<file path="config.mk">
export PLATFORM = sky130hd
export DESIGN_NAME = ahb_sram_port
export DESIGN_NICKNAME = d
export VERILOG_FILES = /design/src/rtl/ahb_sram_pkg.sv /design/src/rtl/asp_addr_stage.sv /design/src/rtl/asp_write_hold.sv /design/src/rtl/asp_read_merge.sv /design/src/rtl/ahb_sram_port.sv
export SDC_FILE = /design/constraint.sdc
export NUM_CORES = 1
export LEC_CHECK = 0
export CAP_MARGIN = 0
export CORE_ASPECT_RATIO = 1.4
export CORE_MARGIN = 2
export CORE_UTILIZATION = 39
export CTS_BUF_LIST = sky130_fd_sc_hd__clkbuf_8
export CTS_CLUSTER_DIAMETER = 30
export DETAILED_ROUTE_END_ITERATION = 6
export GPL_TIMING_DRIVEN = 0
export HOLD_SLACK_MARGIN = 0.05
export PLACE_DENSITY = 0.89
export SLEW_MARGIN = 20
export SYNTH_ARGS = -nofsm -noshare
export SYNTH_HDL_FRONTEND = slang
export SYNTH_SLANG_ARGS = --single-unit
</file>
<file path="constraint.sdc">
create_clock -name hclk -period 1.95 [get_ports hclk]
set_clock_uncertainty 0.05 [all_clocks]
set_input_delay 0.195 -clock hclk [delete_from_list [all_inputs] [get_ports hclk]]
set_output_delay 0.195 -clock hclk [all_outputs]
set_load 0.03 [all_outputs]
</file>
<file path="src/rtl/ahb_sram_pkg.sv">
package ahb_sram_pkg;

  localparam int LANES  = 4;
  localparam int BYTE_W = 8;
  localparam int WORD_W = LANES * BYTE_W;
  localparam int OFF_W  = $clog2(LANES);

  typedef enum logic [1:0] {
    TR_IDLE   = 2'b00,
    TR_BUSY   = 2'b01,
    TR_NONSEQ = 2'b10,
    TR_SEQ    = 2'b11
  } htrans_e;

  typedef enum logic [2:0] {
    SZ_BYTE = 3'd0,
    SZ_HALF = 3'd1,
    SZ_WORD = 3'd2
  } hsize_e;

  // Little-endian lane selection from transfer size and low address bits.
  function automatic logic [LANES-1:0] lane_mask(input logic [2:0] size,
                                                 input logic [OFF_W-1:0] off);
    logic [LANES-1:0] m;
    case (hsize_e'(size))
      SZ_BYTE: m = LANES'(1) << off;
      SZ_HALF: m = off[1] ? 4'b1100 : 4'b0011;
      default: m = '1;
    endcase
    return m;
  endfunction

endpackage

</file>
<file path="src/rtl/asp_addr_stage.sv">
module asp_addr_stage import ahb_sram_pkg::*; #(
  parameter int AW  = 16,
  parameter int WAW = AW - OFF_W
) (
  input  logic             clk,
  input  logic             rst_n,
  input  logic             hsel,
  input  logic [AW-1:0]    haddr,
  input  logic [1:0]       htrans,
  input  logic             hwrite,
  input  logic [2:0]       hsize,
  input  logic             hready,
  output logic             rd_ap,
  output logic [WAW-1:0]   ap_word,
  output logic             dph_wr,
  output logic [WAW-1:0]   dph_word,
  output logic [LANES-1:0] dph_be
);

  htrans_e tr;
  logic    ap_live;

  assign tr      = htrans_e'(htrans);
  assign ap_live = hsel && hready && (tr == TR_NONSEQ || tr == TR_SEQ);
  assign rd_ap   = ap_live && !hwrite;
  assign ap_word = haddr[AW-1:OFF_W];

  always_ff @(posedge clk or negedge rst_n) begin
    if (!rst_n) begin
      dph_wr   <= 1'b0;
      dph_word <= '0;
      dph_be   <= '0;
    end else if (hready) begin
      dph_wr <= ap_live && hwrite;
      if (ap_live) begin
        dph_word <= ap_word;
        dph_be   <= lane_mask(hsize, haddr[OFF_W-1:0]);
      end
    end
  end

endmodule

</file>
<file path="src/rtl/asp_write_hold.sv">
module asp_write_hold import ahb_sram_pkg::*; #(
  parameter int WAW = 14
) (
  input  logic              clk,
  input  logic              rst_n,
  input  logic              rd_ap,
  input  logic              dph_wr,
  input  logic [WAW-1:0]    dph_word,
  input  logic [LANES-1:0]  dph_be,
  input  logic [WORD_W-1:0] hwdata,
  output logic              pend_valid,
  output logic [WAW-1:0]    pend_word,
  output logic [LANES-1:0]  pend_be,
  output logic [WORD_W-1:0] pend_data,
  output logic              cm_en,
  output logic [WAW-1:0]    cm_word,
  output logic [LANES-1:0]  cm_be,
  output logic [WORD_W-1:0] cm_data
);

  logic port_free;
  logic park;

  assign port_free = !rd_ap;
  assign park      = dph_wr && rd_ap;

  // Commit source: the held write first, else the write in its data phase.
  always_comb begin
    cm_en   = port_free && (pend_valid || dph_wr);
    cm_word = pend_valid ? pend_word : dph_word;
    cm_be   = pend_valid ? pend_be   : dph_be;
    cm_data = pend_valid ? pend_data : hwdata;
  end

  always_ff @(posedge clk or negedge rst_n) begin
    if (!rst_n) begin
      pend_valid <= 1'b0;
      pend_word  <= '0;
      pend_be    <= '0;
      pend_data  <= '0;
    end else begin
      if (pend_valid && port_free) pend_valid <= 1'b0;
      if (park) begin
        pend_valid <= 1'b1;
        pend_word  <= dph_word;
        pend_be    <= dph_be;
        pend_data  <= hwdata;
      end
    end
  end

endmodule

</file>
<file path="src/rtl/asp_read_merge.sv">
module asp_read_merge import ahb_sram_pkg::*; #(
  parameter int WAW = 14
) (
  input  logic [WAW-1:0]    dph_word,
  input  logic              pend_valid,
  input  logic [WAW-1:0]    pend_word,
  input  logic [LANES-1:0]  pend_be,
  input  logic [WORD_W-1:0] pend_data,
  input  logic [WORD_W-1:0] ram_rdata,
  output logic [WORD_W-1:0] hrdata
);

  logic hit;
  assign hit = pend_valid && (pend_word == dph_word);

  for (genvar i = 0; i < LANES; i++) begin : g_lane
    assign hrdata[i*BYTE_W +: BYTE_W] = (hit && pend_be[i]) ?
                                        pend_data[i*BYTE_W +: BYTE_W] :
                                        ram_rdata[i*BYTE_W +: BYTE_W];
  end

endmodule

</file>
<file path="src/rtl/ahb_sram_port.sv">
module ahb_sram_port import ahb_sram_pkg::*; #(
  parameter int AW = 16
) (
  input  logic              hclk,
  input  logic              hresetn,
  input  logic              hsel,
  input  logic [AW-1:0]     haddr,
  input  logic [1:0]        htrans,
  input  logic              hwrite,
  input  logic [2:0]        hsize,
  input  logic [WORD_W-1:0] hwdata,
  input  logic              hready,
  output logic              hreadyout,
  output logic [1:0]        hresp,
  output logic [WORD_W-1:0] hrdata,
  output logic              ram_cs,
  output logic [LANES-1:0]  ram_we,
  output logic [AW-3:0]     ram_addr,
  output logic [WORD_W-1:0] ram_wdata,
  input  logic [WORD_W-1:0] ram_rdata
);

  localparam int WAW = AW - OFF_W;

  logic              rd_ap;
  logic [WAW-1:0]    ap_word;
  logic              dph_wr;
  logic [WAW-1:0]    dph_word;
  logic [LANES-1:0]  dph_be;
  logic              pend_valid;
  logic [WAW-1:0]    pend_word;
  logic [LANES-1:0]  pend_be;
  logic [WORD_W-1:0] pend_data;
  logic              cm_en;
  logic [WAW-1:0]    cm_word;
  logic [LANES-1:0]  cm_be;
  logic [WORD_W-1:0] cm_data;

  asp_addr_stage #(.AW(AW), .WAW(WAW)) u_addr (
    .clk(hclk), .rst_n(hresetn), .hsel(hsel), .haddr(haddr),
    .htrans(htrans), .hwrite(hwrite), .hsize(hsize), .hready(hready),
    .rd_ap(rd_ap), .ap_word(ap_word), .dph_wr(dph_wr),
    .dph_word(dph_word), .dph_be(dph_be)
  );

  asp_write_hold #(.WAW(WAW)) u_hold (
    .clk(hclk), .rst_n(hresetn), .rd_ap(rd_ap), .dph_wr(dph_wr),
    .dph_word(dph_word), .dph_be(dph_be), .hwdata(hwdata),
    .pend_valid(pend_valid), .pend_word(pend_word), .pend_be(pend_be),
    .pend_data(pend_data), .cm_en(cm_en), .cm_word(cm_word),
    .cm_be(cm_be), .cm_data(cm_data)
  );

  asp_read_merge #(.WAW(WAW)) u_merge (
    .dph_word(dph_word), .pend_valid(pend_valid), .pend_word(pend_word),
    .pend_be(pend_be), .pend_data(pend_data), .ram_rdata(ram_rdata),
    .hrdata(hrdata)
  );

  assign hreadyout = 1'b1;
  assign hresp     = 2'b00;
  assign ram_cs    = rd_ap || cm_en;
  assign ram_we    = cm_en ? cm_be : '0;
  assign ram_addr  = rd_ap ? ap_word : cm_word;
  assign ram_wdata = cm_data;

endmodule

</file>
# Word-level counts from Yosys, hierarchy flattened
# Index checks and enable logic that the tools add are counted.
# totals
register_bits	70
wordCells	45
# classes
shifts	1
muxes	13
reduce_logical	20
eq_ne	4
# ops
operator	n
32-bit 2-to-1 mux	1
8-bit 2-to-1 mux	4
14-bit 2-to-1 mux	2
14-bit == test	1
1-bit logical AND	12
4-bit 2-to-1 mux	3
4-bit one-hot mux with 2 select lines	1
2-bit == test, second input constant	2
1-bit by 2-bit << shifter with 4-bit output, first input constant	1
3-bit by 1-bit == test with 1-bit output, second input constant	1
3-bit zero test	1
1-bit logical OR	3
1-bit zero test	2
1-bit 2-to-1 mux	2
2-bit AND reduction	1
2-bit nonzero test	1

# Depth between registers and ports, before layout
# logic_depth
depth_word	8
mapped_depth	6

# Modules after synthesis
# From an unflattened synthesis, not the netlist that was laid out.
# hier_totals
hier_cells	318
hier_area_um2	4265.3
# modules_own_cells
mod	area_per_inst_um2	instances	cells_each
asp_write_hold	2522.4	1	166
asp_addr_stage	872.1	1	67
asp_read_merge	586.8	1	59
ahb_sram_port	284.0	1	26

# Worst setup path after synthesis
# Ideal clock, no wire load.
# synth_timing
path_type	reg-to-output
startpoint	register u_addr.dph_word[11]
endpoint	output port hrdata[0]
slack_ns	-0.085
required_ns	1.705
arrival_time_ns	1.790
path_stages_with_launch	6
path_buffers	0
path_cell_list	dfrtp_1 or2b_1 nand4_1 nor4_2 nand3_2 mux2_2
# synth_between
elab_chain_cells	4
# synth_lines
item	line_no	rtl
start, declared	asp_addr_stage.sv:16	output logic [WAW-1:0] dph_word,
start signal, assigned	asp_addr_stage.sv:36	dph_word <= ap_word;
14-bit == test	asp_read_merge.sv:14	assign hit = pend_valid && (pend_word == dph_word);
1-bit logical AND	asp_read_merge.sv:14	
1-bit logical AND	asp_read_merge.sv:17	assign hrdata[i*BYTE_W +: BYTE_W] = (hit && pend_be[i]) ?
8-bit 2-to-1 mux	asp_read_merge.sv:17	
end, declared	ahb_sram_port.sv:15	output logic [WORD_W-1:0] hrdata,
# No other way between the ends.

# Worst setup path in the final report
# layout_timing
startpoint	register u_hold.pend_word[3]
endpoint	output port hrdata[16]
# layout_between
elab_chain_cells	4
# layout_lines
item	line_no	rtl
start, declared	asp_write_hold.sv:12	output logic [WAW-1:0] pend_word,
start signal, assigned	asp_write_hold.sv:45	pend_word <= dph_word;
14-bit == test	asp_read_merge.sv:14	
1-bit logical AND	asp_read_merge.sv:14	
1-bit logical AND	asp_read_merge.sv:17	
8-bit 2-to-1 mux	asp_read_merge.sv:17	
# No other way between the ends.

==> out/qor.tcl <==
set qor(die_area_mm2) 0.01094
set qor(h-tree-depth) 3
set qor(final_weighted_congestion_in_routability_driven_placement) 0.7922
set qor(area_growth_syn_to_layout_pct) 56.10
set qor(via_count_of_the_first_global_routing_pass) 3555
set qor(num_io_pins) 176
set qor(timing.critical_path.fanout_max) 8
set qor(clkTransAtPathRegs_ns) 0.08
set qor(detailed_route_iter0_violations) 144
set qor(clock_insertion_delay_worst_skew_ns) 0.35
set qor(finalSetupViolations) 32
set qor(gr-total-overflow) 0
set qor(dp_worst_setup_slack_ns) -1.179
set qor(cts_tree) {yes}
set qor(highest_clock_rate_ghz) 0.4018
set qor(arrival_ns) 2.24
set qor(synth_cells) 352
set qor(first_pass_grt_wire_length_mm) 17.53
set qor(rows) 43
set qor(floorplan.die.height_um) 122.9
set qor(synth_edf_count) 0
set qor(hold-path-cell-count) 2
set qor(slowest_stage) {dfrtp_1}
set qor(initial_antenna_violation_count) 0
set qor(totalWireLength_mm) 11.55
set qor(synth-seq-cells) 70
set qor(grt_usage_pct) 20.95
set qor(timing.reg2reg.setup_slack_ns) 0.25
set qor(path_common_cell) {buf_6}
set qor(post-layout-total-power_mw) 4.554
set qor(outcome) {finished with violations}
set qor(cts-buffers-inserted) 9
set qor(critical_path.n_buffers_inverters) 2
set qor(buffer_ports.inserted) 171
set qor(netlist-cell-type-count) 29
set qor(n_fill_cell) 879
set qor(tightestPinTransition_ns) 0.5918
set qor(critPathCaptureType) {output port}
set qor(launching_element_type_of_the_critical_path) {flip-flop}
set qor(fp.dieW_um) 88.96
set qor(synth.yosys.seq_area_share_pct) 44.44
set qor(antenna_cells) 0
set qor(start_util_pct) 39.81
set qor(whs_endpoint) {u_addr.dph_wr}
set qor(route.antenna.remaining_nets) 0
set qor(synthesis.yosys.warnings) 0
set qor(worst_setup_path_category) {reg2out}
set qor(detailedPlacementHpwl_mm) 8.449
set qor(violations) {negative setup slack}
set qor(critical_path.reg2reg.startpoint) {u_addr.dph_wr}
set qor(hold_viol) 0
set qor(cellLeakagePower_nw) 2.815
set qor(route.detailed.drc) 0
set qor(req_time_crit_path_ns) 1.70
set qor(layout_worst_path_cycle_share_pct) 127.6
set qor(reg2reg_to) {u_hold.pend_word[13]}
set qor(cp_cell_sequence) {xnor2_2 -> nand3_2 -> nor4_4 -> buf_6 -> nand3_4 -> mux2_4 -> buf_6}
set qor(max_cap_viol_count) 0
set qor(grt_start_max_net_pins) 38
set qor(slew_viol_final) 0
set qor(coreArea_mm2) 0.009899
set qor(clockRootBuffer) {clkbuf_8}
set qor(cells_on_worst_reg2reg_path) 3
set qor(hold_path_startpoint) {hready}
set qor(route.detailed.wl_per_inst_um) 16.77
set qor(route.vias.total) 3446
set qor(nets) 639
set qor(timing.critical_path.slowest_cell_delay_ns) 0.43
set qor(fin_ws_ns) -0.5386
set qor(vdd.ir_drop.worst_mv) 0.3712
set qor(timing.max_slew.rel_slack_pct) 60.55
set qor(post_route_cells_drive_above_1_share_pct) 45.67
set qor(route.detailed.vias_per_inst) 5.001
set qor(critical_path.top_delay_family) {simple AND/OR/NAND/NOR gates}
set qor(power_density_mw_per_mm2) 740.2
set qor(async_flop_share_pct) 100.0
set qor(primary_ff_master_synth) {dfrtp_1}
set qor(drt-pass1-iter-count) 4
set qor(tritoncts_num_sinks) 70
set qor(min_tclk_post_route_ns) 2.489
set qor(cts_buffer_depth) 2
set qor(rsz0062_at_grt) {true}
set qor(min-delay-path-class) {in2reg}
set qor(netlist_area_mm2) 0.003941
set qor(synth_area_per_cell_um2) 11.20
## logic make-up (layout without fill, tap and decap cells)
kind of cell	after synthesis	count (layout)	synth area share, %
multiplexers	127	127	35.84
AND/OR/NAND/NOR	88	88	10.29
flip-flops	70	70	44.44
AO/OA/AOI/OAI	31	31	4.413
buffers and inverters	24	225	2.603
XOR/XNOR	10	10	2.222
other	2	3	0.1905
## Yosys cell counts, drive strengths merged (2+ instances only)
cell	count	share of area (%)
xor2	3	0.67
buf	13	1.6
dfrtp	70	44
nand2	58	5.5
clkbuf	7	0.67
mux2	113	32
o21a	2	0.38
nor4	2	0.63
inv	4	0.38
mux2i	14	3.6
nand3	6	1.3
a22oi	3	0.57
nand4	2	0.32
o21ai	20	2.5
nor2	10	0.95
nand2b	5	0.79
conb	2	0.19
xnor2	7	1.6
a21oi	4	0.51
## cell type report
class | instances | area, µm² | share of cell area (%)
timing repair buffer | 185 | 1575 | 25.61
clock buffer | 9 | 123.9 | 2.013
sequential | 70 | 1753 | 28.49
inverter | 4 | 15.01 | 0.2441
tap | 135 | 168.9 | 2.746
multi-input combinational | 259 | 2228 | 36.22
buffer | 20 | 181.4 | 2.949
clock inverter | 7 | 106.4 | 1.729
## per-stage QoR
step	hold WS (ns)	instances	utilization, %	setup TNS [ns]	area (µm²)
final	0.2310	689	62.15	-16.49	6152
after CTS	0.2170	688	62.82	-16.49	6218
after detailed placement	0.1326	660	59.20	-92.70	5861
after global routing	0.2284	689	62.15	-19.43	6152
after global placement	0.4479	659	59.02	-209.93	5843
after floorplan	-0.1506	353	-	0	3963
## worst max path at each step
| stage | slack [ns] | to | cells after the start | startpoint |
|---|---|---|---|---|
| 2_1_floorplan | 0.008 | hrdata[0] | 5 | u_addr.dph_word[11] |
| 3_3_place_gp | -1.70 | u_hold.pend_data[5] | 1 | hresetn |
| 3_5_place_dp | -1.18 | ram_addr[13] | 7 | hready |
| 4_1_cts | -0.53 | hrdata[16] | 7 | u_hold.pend_word[9] |
| 5_1_grt | -0.62 | hrdata[4] | 7 | u_hold.pend_word[3] |
| 6_report | -0.54 | hrdata[16] | 7 | u_hold.pend_word[3] |
## flip-flops by register name (all words and copies together), names as in the netlist
register	count
u_hold.pend_be	4
u_hold.pend_data	32
u_hold.pend_valid	1
u_addr.dph_wr	1
u_addr.dph_be	4
u_addr.dph_word	14
u_hold.pend_word	14
## power by group
group	switching, mW	internal (mW)
clock	0.555	0.835
sequential	0.206	1.68
combinational	0.643	0.638
total	1.40	3.15
## layer usage
layer / GRT usage [%] / vias up / wire, µm
li1: - / 1619 / -
met1: 24.07 / 1695 / 4394
met2: 38.25 / 115 / 6287
met3: 4.873 / 17 / 709
met4: 5.970 / 0 / 160
met5: 0 / - / 0
## cells in the final DEF (no fill, tap or decap), types with 5 or more instances in the layout
master | netlist | routed
nor2_1 | 10 | 8
nand2_1 | 58 | 58
clkdlybuf4s15_2 | 0 | 6
nand3_4 | 0 | 5
buf_6 | 0 | 11
clkbuf_8 | 0 | 10
o21ai_0 | 20 | 10
mux2_4 | 0 | 5
buf_2 | 1 | 39
dfrtp_1 | 70 | 69
clkdlybuf4s50_1 | 0 | 85
inv_1 | 4 | 7
nand2b_1 | 5 | 5
dlygate4sd2_1 | 0 | 5
buf_4 | 3 | 43
o21ai_1 | 0 | 8
mux2i_1 | 14 | 14
mux2_2 | 113 | 108
## worst register-to-register path, delay by kind of cell, from the launching register on
family,cells,cell delay [ns]
buf+inv,1,0.50
simple gates,1,0.21
mux,1,0.41
flops,1,0.43
## what timing repair did
action,in CTS,in global routing
pin swaps,11,4
resized for setup,427,69
setup buffers,11,1
hold endpoints to repair,33,0
setup endpoints to repair,132,116
hold buffers,1,0
No activity file was read; power rests on OpenSTA's default activity.
